--- config.mk ---
export PLATFORM = sky130hd
export DESIGN_NAME = host_chan_port
export DESIGN_NICKNAME = d
export VERILOG_FILES = /design/src/rtl/hcp_pkg.sv /design/src/rtl/hcp_decode.sv /design/src/rtl/hcp_seq.sv /design/src/rtl/hcp_pack.sv /design/src/rtl/host_chan_port.sv
export SDC_FILE = /design/constraint.sdc
export NUM_CORES = 1
export LEC_CHECK = 0
export BUFFER_PORTS_ARGS = -buffer_cell sky130_fd_sc_hd__buf_2
export CAP_MARGIN = 20
export CORE_ASPECT_RATIO = 0.6
export CORE_MARGIN = 3
export CORE_UTILIZATION = 45
export CTS_CLUSTER_DIAMETER = 150
export CTS_CLUSTER_SIZE = 12
export DETAILED_ROUTE_END_ITERATION = 8
export PLACE_DENSITY = 0.87
export SYNTH_ARGS = -nofsm -noshare
export SYNTH_HDL_FRONTEND = slang
export SYNTH_SLANG_ARGS = --single-unit
--- constraint.sdc ---
create_clock -name clk_i -period 6 [get_ports clk_i]
set_input_delay 0.6 -clock clk_i [delete_from_list [all_inputs] [get_ports clk_i]]
set_output_delay 0.6 -clock clk_i [all_outputs]
set_load 0.005 [all_outputs]
--- src/rtl/hcp_pkg.sv ---
package hcp_pkg;
  localparam int unsigned LANES = 4;

  typedef enum logic [1:0] {
    OP_CM_WR = 2'd0,
    OP_CM_RD = 2'd1,
    OP_DM_RD = 2'd2,
    OP_BAD   = 2'd3
  } op_e;

  typedef enum logic [1:0] {
    ST_IDLE  = 2'd0,
    ST_ISSUE = 2'd1,
    ST_USE   = 2'd2,
    ST_RESP  = 2'd3
  } st_e;
endpackage

--- src/rtl/hcp_decode.sv ---
module hcp_decode
  import hcp_pkg::*;
(
  input  logic write_i,
  input  logic dwin_i,
  output op_e  op_o
);
  always_comb begin
    unique case ({dwin_i, write_i})
      2'b00:   op_o = OP_CM_RD;
      2'b01:   op_o = OP_CM_WR;
      2'b10:   op_o = OP_DM_RD;
      default: op_o = OP_BAD;
    endcase
  end
endmodule

--- src/rtl/hcp_seq.sv ---
module hcp_seq
  import hcp_pkg::*;
#(
  parameter int unsigned WORD_W = 4,
  localparam int unsigned CH_W  = WORD_W + 2
) (
  input  logic              clk_i,
  input  logic              rst_ni,
  input  logic              valid_i,
  input  op_e               op_i,
  input  logic [WORD_W-1:0] word_i,
  input  logic [LANES-1:0]  be_i,
  output logic              acc_o,
  output logic [1:0]        lane_o,
  output logic [CH_W-1:0]   ch_o,
  output op_e               op_o,
  output logic              cm_re_o,
  output logic              cm_we_o,
  output logic              dm_re_o,
  output logic              cap_o,
  output logic              ready_o,
  output logic              err_o
);
  st_e               st_q;
  op_e               op_q;
  logic [WORD_W-1:0] word_q;
  logic [LANES-1:0]  be_q;
  logic [1:0]        lane_q;
  logic              err_q;
  logic              lane_act;

  assign lane_act = (op_q != OP_CM_WR) || be_q[lane_q];
  assign acc_o    = (st_q == ST_IDLE) && valid_i;

  always_ff @(posedge clk_i or negedge rst_ni) begin
    if (!rst_ni) begin
      st_q   <= ST_IDLE;
      op_q   <= OP_CM_RD;
      word_q <= '0;
      be_q   <= '0;
      lane_q <= '0;
      err_q  <= 1'b0;
    end else begin
      unique case (st_q)
        ST_IDLE: if (valid_i) begin
          op_q   <= op_i;
          word_q <= word_i;
          be_q   <= be_i;
          lane_q <= '0;
          err_q  <= (op_i == OP_BAD);
          st_q   <= (op_i == OP_BAD) ? ST_RESP : ST_ISSUE;
        end
        ST_ISSUE: begin
          if (lane_act)            st_q   <= ST_USE;
          else if (lane_q == 2'd3) st_q   <= ST_RESP;
          else                     lane_q <= lane_q + 2'd1;
        end
        ST_USE: begin
          if (lane_q == 2'd3) st_q <= ST_RESP;
          else begin
            lane_q <= lane_q + 2'd1;
            st_q   <= ST_ISSUE;
          end
        end
        default: st_q <= ST_IDLE;
      endcase
    end
  end

  assign lane_o  = lane_q;
  assign ch_o    = {word_q, lane_q};
  assign op_o    = op_q;
  assign cm_re_o = (st_q == ST_ISSUE) && lane_act && (op_q != OP_DM_RD);
  assign dm_re_o = (st_q == ST_ISSUE) && lane_act && (op_q == OP_DM_RD);
  assign cm_we_o = (st_q == ST_USE) && (op_q == OP_CM_WR);
  assign cap_o   = (st_q == ST_USE) && (op_q != OP_CM_WR);
  assign ready_o = (st_q == ST_RESP);
  assign err_o   = (st_q == ST_RESP) && err_q;


  bad_write_err_chk: assert property (@(posedge clk_i) disable iff (!rst_ni)
    (acc_o && op_i == OP_BAD) |=> (ready_o && err_o));

  ready_pulse_chk: assert property (@(posedge clk_i) disable iff (!rst_ni)
    ready_o |=> !ready_o);

  err_with_ready_chk: assert property (@(posedge clk_i) disable iff (!rst_ni)
    err_o |-> ready_o);

  one_strobe_chk: assert property (@(posedge clk_i) disable iff (!rst_ni)
    $onehot0({cm_re_o, cm_we_o, dm_re_o}));

  rmw_order_chk: assert property (@(posedge clk_i) disable iff (!rst_ni)
    cm_we_o |-> ($past(cm_re_o) && $stable(ch_o)));

  no_strobe_on_err_chk: assert property (@(posedge clk_i) disable iff (!rst_ni)
    err_q |-> !(cm_re_o || cm_we_o || dm_re_o));
endmodule

--- src/rtl/hcp_pack.sv ---
module hcp_pack
  import hcp_pkg::*;
(
  input  logic        clk_i,
  input  logic        rst_ni,
  input  logic        acc_i,
  input  logic        write_i,
  input  logic [31:0] wdata_i,
  input  logic        cap_i,
  input  logic [1:0]  lane_i,
  input  op_e         op_i,
  input  logic [7:0]  cm_byte_i,
  input  logic [7:0]  dm_byte_i,
  output logic [7:0]  wbyte_o,
  output logic [31:0] rdata_o
);
  logic [7:0] byte_q [LANES];
  logic [7:0] cap_byte;

  assign cap_byte = (op_i == OP_DM_RD) ? dm_byte_i : cm_byte_i;

  for (genvar g = 0; g < LANES; g++) begin : g_lane
    always_ff @(posedge clk_i or negedge rst_ni) begin
      if (!rst_ni)                           byte_q[g] <= '0;
      else if (acc_i)                        byte_q[g] <= write_i ? wdata_i[8*g +: 8] : 8'h00;
      else if (cap_i && lane_i == 2'(g))     byte_q[g] <= cap_byte;
    end
    assign rdata_o[8*g +: 8] = byte_q[g];
  end

  assign wbyte_o = byte_q[lane_i];
endmodule

--- src/rtl/host_chan_port.sv ---
module host_chan_port
  import hcp_pkg::*;
#(
  parameter int unsigned NUM_CH = 64,
  localparam int unsigned CH_W   = $clog2(NUM_CH),
  localparam int unsigned WORD_W = CH_W - 2
) (
  input  logic              clk_i,
  input  logic              rst_ni,
  input  logic              req_valid_i,
  input  logic              req_write_i,
  input  logic [WORD_W:0]   req_addr_i,
  input  logic [31:0]       req_wdata_i,
  input  logic [3:0]        req_be_i,
  output logic              req_ready_o,
  output logic              resp_err_o,
  output logic [31:0]       resp_rdata_o,
  output logic              cm_re_o,
  output logic              cm_we_o,
  output logic [CH_W-1:0]   cm_addr_o,
  output logic [31:0]       cm_wdata_o,
  input  logic [31:0]       cm_rdata_i,
  output logic              dm_re_o,
  output logic [CH_W-1:0]   dm_addr_o,
  input  logic [7:0]        dm_rdata_i
);
  op_e             dec_op, cur_op;
  logic            acc, cap;
  logic [1:0]      lane;
  logic [CH_W-1:0] ch;
  logic [7:0]      wbyte;

  hcp_decode u_dec (
    .write_i (req_write_i),
    .dwin_i  (req_addr_i[WORD_W]),
    .op_o    (dec_op)
  );

  hcp_seq #(.WORD_W(WORD_W)) u_seq (
    .clk_i   (clk_i),
    .rst_ni  (rst_ni),
    .valid_i (req_valid_i),
    .op_i    (dec_op),
    .word_i  (req_addr_i[WORD_W-1:0]),
    .be_i    (req_be_i),
    .acc_o   (acc),
    .lane_o  (lane),
    .ch_o    (ch),
    .op_o    (cur_op),
    .cm_re_o (cm_re_o),
    .cm_we_o (cm_we_o),
    .dm_re_o (dm_re_o),
    .cap_o   (cap),
    .ready_o (req_ready_o),
    .err_o   (resp_err_o)
  );

  hcp_pack u_pack (
    .clk_i     (clk_i),
    .rst_ni    (rst_ni),
    .acc_i     (acc),
    .write_i   (req_write_i),
    .wdata_i   (req_wdata_i),
    .cap_i     (cap),
    .lane_i    (lane),
    .op_i      (cur_op),
    .cm_byte_i (cm_rdata_i[7:0]),
    .dm_byte_i (dm_rdata_i),
    .wbyte_o   (wbyte),
    .rdata_o   (resp_rdata_o)
  );

  assign cm_addr_o  = ch;
  assign dm_addr_o  = ch;
  // message byte replaces only the low byte of the entry just read
  assign cm_wdata_o = {cm_rdata_i[31:8], wbyte};


  reset_quiet_chk: assert property (@(posedge clk_i)
    $rose(rst_ni) |-> !(req_ready_o || resp_err_o || cm_re_o || cm_we_o || dm_re_o));
endmodule

Word level (Yosys, flattened, before mapping):

Index checks and enable logic that the tools add are counted.

* bits in registers: 47

* reductions and logical operators: 25
* bitwise logic cells: 1
* eq/ne operators: 14
* magnitude comparators: 2
* $add $sub $neg: 1
* muxes and demuxes: 29

Operator list (number)
* 8-bit 2-to-1 mux: 15
* 2-bit case mux with 3 select lines: 3
* 8-bit binary-select mux with 2-bit select: 1
* 2-bit 2-to-1 mux: 8
* 2-bit equality test, second input constant: 7
* 1-bit logical AND: 11
* 2-bit nonzero test: 5
* 2-bit logical NOT: 4
* 2-bit by 1-bit equality test with 1-bit output, second input constant: 3
* 2-bit inequality test, second input constant: 3
* 2-bit AND reduction: 2
* 3-bit >= comparator, second input constant: 1
* 2-bit by 3-bit less-than comparator with 1-bit output, second input constant: 1
* 3-bit by 1-bit inequality test with 1-bit output, second input constant: 1
* 2-bit NOT with 3-bit output: 1
* 3-bit AND reduction: 1
* 3-bit nonzero test: 1
* 2-bit by 1-bit adder with 2-bit output, second input constant: 1
* 1-bit binary-select mux with 2-bit select: 1
* 1-bit logical OR: 1
* 1-bit 2-to-1 mux: 1

Longest topological paths before layout:

* depth after elaboration: 6
* mapped depth: 8
* depth with buffers taken out: 6

Modules after synthesis:

Synthesis repeated with hierarchy kept, for this count alone.

* cells, all modules: 288
* area total of the unflattened synthesis: 2945.3 µm²

Modules (own cells, without submodules)
* hcp_pack: times used 1, sequential area each 800.8 µm², cells an instance 179, area an instance 1870.5 µm²
* hcp_seq: times used 1, sequential area each 376.6 µm², cells an instance 75, area an instance 814.5 µm²
* host_chan_port: times used 1, sequential area each 0.0 µm², cells an instance 30, area an instance 225.2 µm²
* hcp_decode: times used 1, sequential area each 0.0 µm², cells an instance 4, area an instance 35.0 µm²

Least setup slack after synthesis:

Ideal clock, no wire load.

* path type: register to register
* from: reg u_seq.lane_q[0] (netlist: u_seq.lane_o[0])
* to: reg u_seq.st_q[0]
* required time: 5878 ps
* library setup time: 122 ps
* data arrival time: 1839 ps
* cell stages (with the launch flop): 5
* slack: 4039 ps
* clock period less this slack: 1961 ps
* path buffers: 1
* cell sequence: dfrtp_1 -> buf_6 -> mux4_2 -> or4b_4 -> a32o_1

* cells in the longest elaborated chain, start to end: 5

RTL lines
* start, declared: line hcp_seq.sv:28 `logic [1:0] lane_q;`
* start signal, assigned: line hcp_seq.sv:56 `else lane_q <= lane_q + 2'd1;`
* start signal, assigned: line hcp_seq.sv:61 `lane_q <= lane_q + 2'd1;`
* 1-bit binary-select mux with 2-bit select: line hcp_seq.sv:32 `assign lane_act = (op_q != OP_CM_WR) || be_q[lane_q];`
* 1-bit 2-to-1 mux (implied by the code): line hcp_seq.sv:32
* 1-bit logical OR: line hcp_seq.sv:32
* 2-bit 2-to-1 mux or 3-bit by 1-bit inequality test with 1-bit output (tied branches)
* 2-bit case mux with 3 select lines or 2-bit AND reduction (tied branches)
* end signal, assigned: line hcp_seq.sv:51 `st_q <= (op_i == OP_BAD) ? ST_RESP : ST_ISSUE;`
* end, declared: line hcp_seq.sv:24 `st_e st_q;`

Several ways; a longest one is shown, not always the timed one. The select of a mux whose other input is x is not followed.
A chain may end at the register's enable or synchronous reset.

Worst setup path in the final report:

* from: reg u_seq.lane_q[0] (netlist: u_seq.lane_o[0])
* to: out cm_re_o

* cells in the longest elaborated chain, start to end: 5

RTL lines
* 1-bit binary-select mux with 2-bit select: line hcp_seq.sv:32
* 1-bit 2-to-1 mux (implied by the code): line hcp_seq.sv:32
* 1-bit logical OR: line hcp_seq.sv:32
* 1-bit logical AND (2 in series): line hcp_seq.sv:73 `assign cm_re_o = (st_q == ST_ISSUE) && lane_act && (op_q != OP_DM_RD);`
* end, declared: line host_chan_port.sv:18 `output logic cm_re_o,`

Every way passes these cells. The select of a mux whose other input is x is not followed.

==> run summary <==
vias in the first global route: 2272
Async SR Flop Fraction: 1.00
crit path kind: flop to output pin
Antenna Diode Count: 0
YS warnings: 0
Total GRT Usage: 0.206
Final setup viols: 0
vias per cell: 5.60
Resized Gates After CTS: 0
highest net fanout along the worst path: 14
Slowest cell on crit path: dfrtp_1
CP Data Arrival Time: 2.11 ns
HP Class: input port to asynchronous set/reset pin
H-tree depth: 2
setup bufs post-CTS: 0
Unique masters post-synth: 30
io pins: 166
CP Capture Type: output pin
Syn Area/Cell: 10.7 um2
outcome: completed
Post-DRT Antenna Nets: 0
Die ar.: 0.00731 mm2
worst-case clock buffer depth: 2
crit-path max cell delay: 0.83 ns
Buffers on Ports: 117
Final Cycle Share: 0.452
EDFF count, synth: 0
commonest cells after routing, fill and taps aside: buf_2 (117), dfrtp_1 (46), nor2_1 (34), a21oi_1 (33), a2bb2oi_1 (32)
static leakage: 1.65 nW
cts-stage hold buffer count: 0
largest net degree at the start of global routing: 49
drt first pass iters: 4
antenna violations before repair: 0
CP Cell Sequence: mux4_2 > a21oi_1 > nor2_1 > buf_2
DR iter-0 viols: 108
maximum vdd drop: 0.239 mV
Rows: 21
routability congestion estimate: 0.852
Cell Area, Synth: 0.00283 mm2
Max Clock Skew: 0.00644 ns
pre-CTS setup slack: 3.58 ns
Die H: 67.4 um
DP Wirelength: 5630 um
vias post-DR: 2393
CTS tree: done
clock root cell: clkbuf_8
initial core utilization: 0.485
CTS Buf Count: 5
commonest non-fill, non-tap cell in the layout: buf_2
Finished Core Util: 0.578
PnR worst setup slack: 3.29 ns
setup_tns: 0 ns
fin. max-slew vios: 0
Clock Sink Count: 47
Startpoint Class: flop
Fmax: 369 MHz
Power Density: 532 mW/mm2
CP required: 5.40 ns
Clk Latency, worst-skew pair: 0.29 ns
WL per Instance: 18.0 um
Layout area overhead: 19.1%
Yosys reg bits: 47
Top FF cell, synth: dfrtp_1
Overflow after GRT: 0
share of layout cells above drive strength 1: 0.409
Final Hold Fails: 0
sequential area share after synthesis: 0.416
# DRC: 0
Gate Count Post-Synth: 265
area of the core: 0.00583 mm2
slew margin rel.: 0.365
Final #Nets: 442
Total Wirelength: 7670 um
total power: 0.00179 W
Worst-path clk slew: 0.09 ns
RSZ-0062 raised after global routing: false
MaxCap Viol Count: 0
Tmin final: 2.71 ns
Worst-Margin Slew: 0.953 ns
syn_nets: 361
first-pass GRT wire length: 11600 um
Die W: 108 um
-- cell usage after synthesis, types with 2 or more instances --
cell,count,area [um2]
clkbuf_1,13,48.8
nor2_1,34,128
ha_1,11,138
buf_4,30,225
mux2i_1,10,100
nor3_1,2,10.0
dfrtp_1,46,1150
a21o_1,4,30.0
and2_1,3,18.8
mux4_1,8,210
a21oi_1,33,165
a2bb2oi_1,32,280
nand2_1,4,15.0
a32o_1,2,20.0
mux2_2,10,113
nor2b_1,2,12.5
o21ai_0,2,10.0
inv_1,7,26.3
-- metal layers --
layer  share of wire  track usage
met5               0            0
met2            0.47        0.350
met1            0.45        0.276
met3           0.074       0.0506
met4          0.0014       0.0346
-- state kept, by name, summed over array words and instances (netlist names) --
name            flops
u_seq.be_q          4
u_seq.st_q          2
u_seq.err_q         1
u_pack.rdata_o     32
u_seq.word_q        4
u_seq.op_o          2
u_seq.lane_o        2
-- layout make-up --
class	instances	area, um2
Tap cell	80	100
Inverter	7	26.3
Multi-Input combinational cell	165	1330
Clock inverter	1	7.51
Fill cell	539	2460
Timing Repair Buffer	120	628
Sequential cell	47	1180
Clock buffer	7	96.3
-- per-stage QoR --
step | cells | hold slack, ns | cell area, um2
3_3_place_gp | 417 | 0.484 | 3230
6_report | 427 | 0.135 | 3370
5_1_grt | 427 | 0.123 | 3370
2_1_floorplan | 265 | 0.304 | 2830
3_5_place_dp | 418 | 0.490 | 3250
4_1_cts | 426 | 0.509 | 3350
-- worst paths after layout --
kind	endpoint	slack (ns)	start	cells past startpoint
max	cm_re_o	3.29	u_seq.lane_o[0]	4
min	u_pack.rdata_o[29]	0.14	rst_ni	1
max reg2reg	u_pack.rdata_o[5]	3.58	u_seq.st_q[0]	6
min reg2reg	u_seq.err_q	0.51	u_seq.err_q	1
max in group asynchronous	u_seq.op_o[0]	5.33	rst_ni	2
min in group clk_i	u_seq.err_q	0.51	u_seq.err_q	1
-- logic make-up (layout without fill, tap and decap cells) --
| family | after synthesis | in the layout | synth area share |
|---|---|---|---|
| flip-flops | 47 | 47 | 0.416 |
| buffers and inverters | 53 | 135 | 0.113 |
| AO/OA/AOI/OAI | 77 | 77 | 0.191 |
| AND/OR/NAND/NOR | 48 | 48 | 0.0743 |
| multiplexers | 29 | 29 | 0.157 |
| adder cells (fa/ha/maj) | 11 | 11 | 0.0486 |
-- report_power, final --
group / leakage [nW] / switching (W) / total, W / internal [W]
Clock: 0.0505 / 0.000104 / 0.000209 / 0.000105
Sequential: 0.538 / 0.000153 / 0.000636 / 0.000482
Combinational: 1.06 / 0.000456 / 0.000947 / 0.000491
Total: 1.65 / 0.000713 / 0.00179 / 0.00108
-- critical path: cells and delay by family (launching register included) --
family,cells,cell delay [ns]
muxes,1,0.64
and+or+nand+nor,1,0.05
AOI/OAI and AO/OA,1,0.17
DFF,1,0.83
buffers and inverters,1,0.12
No activity file was read; power rests on OpenSTA's default activity.
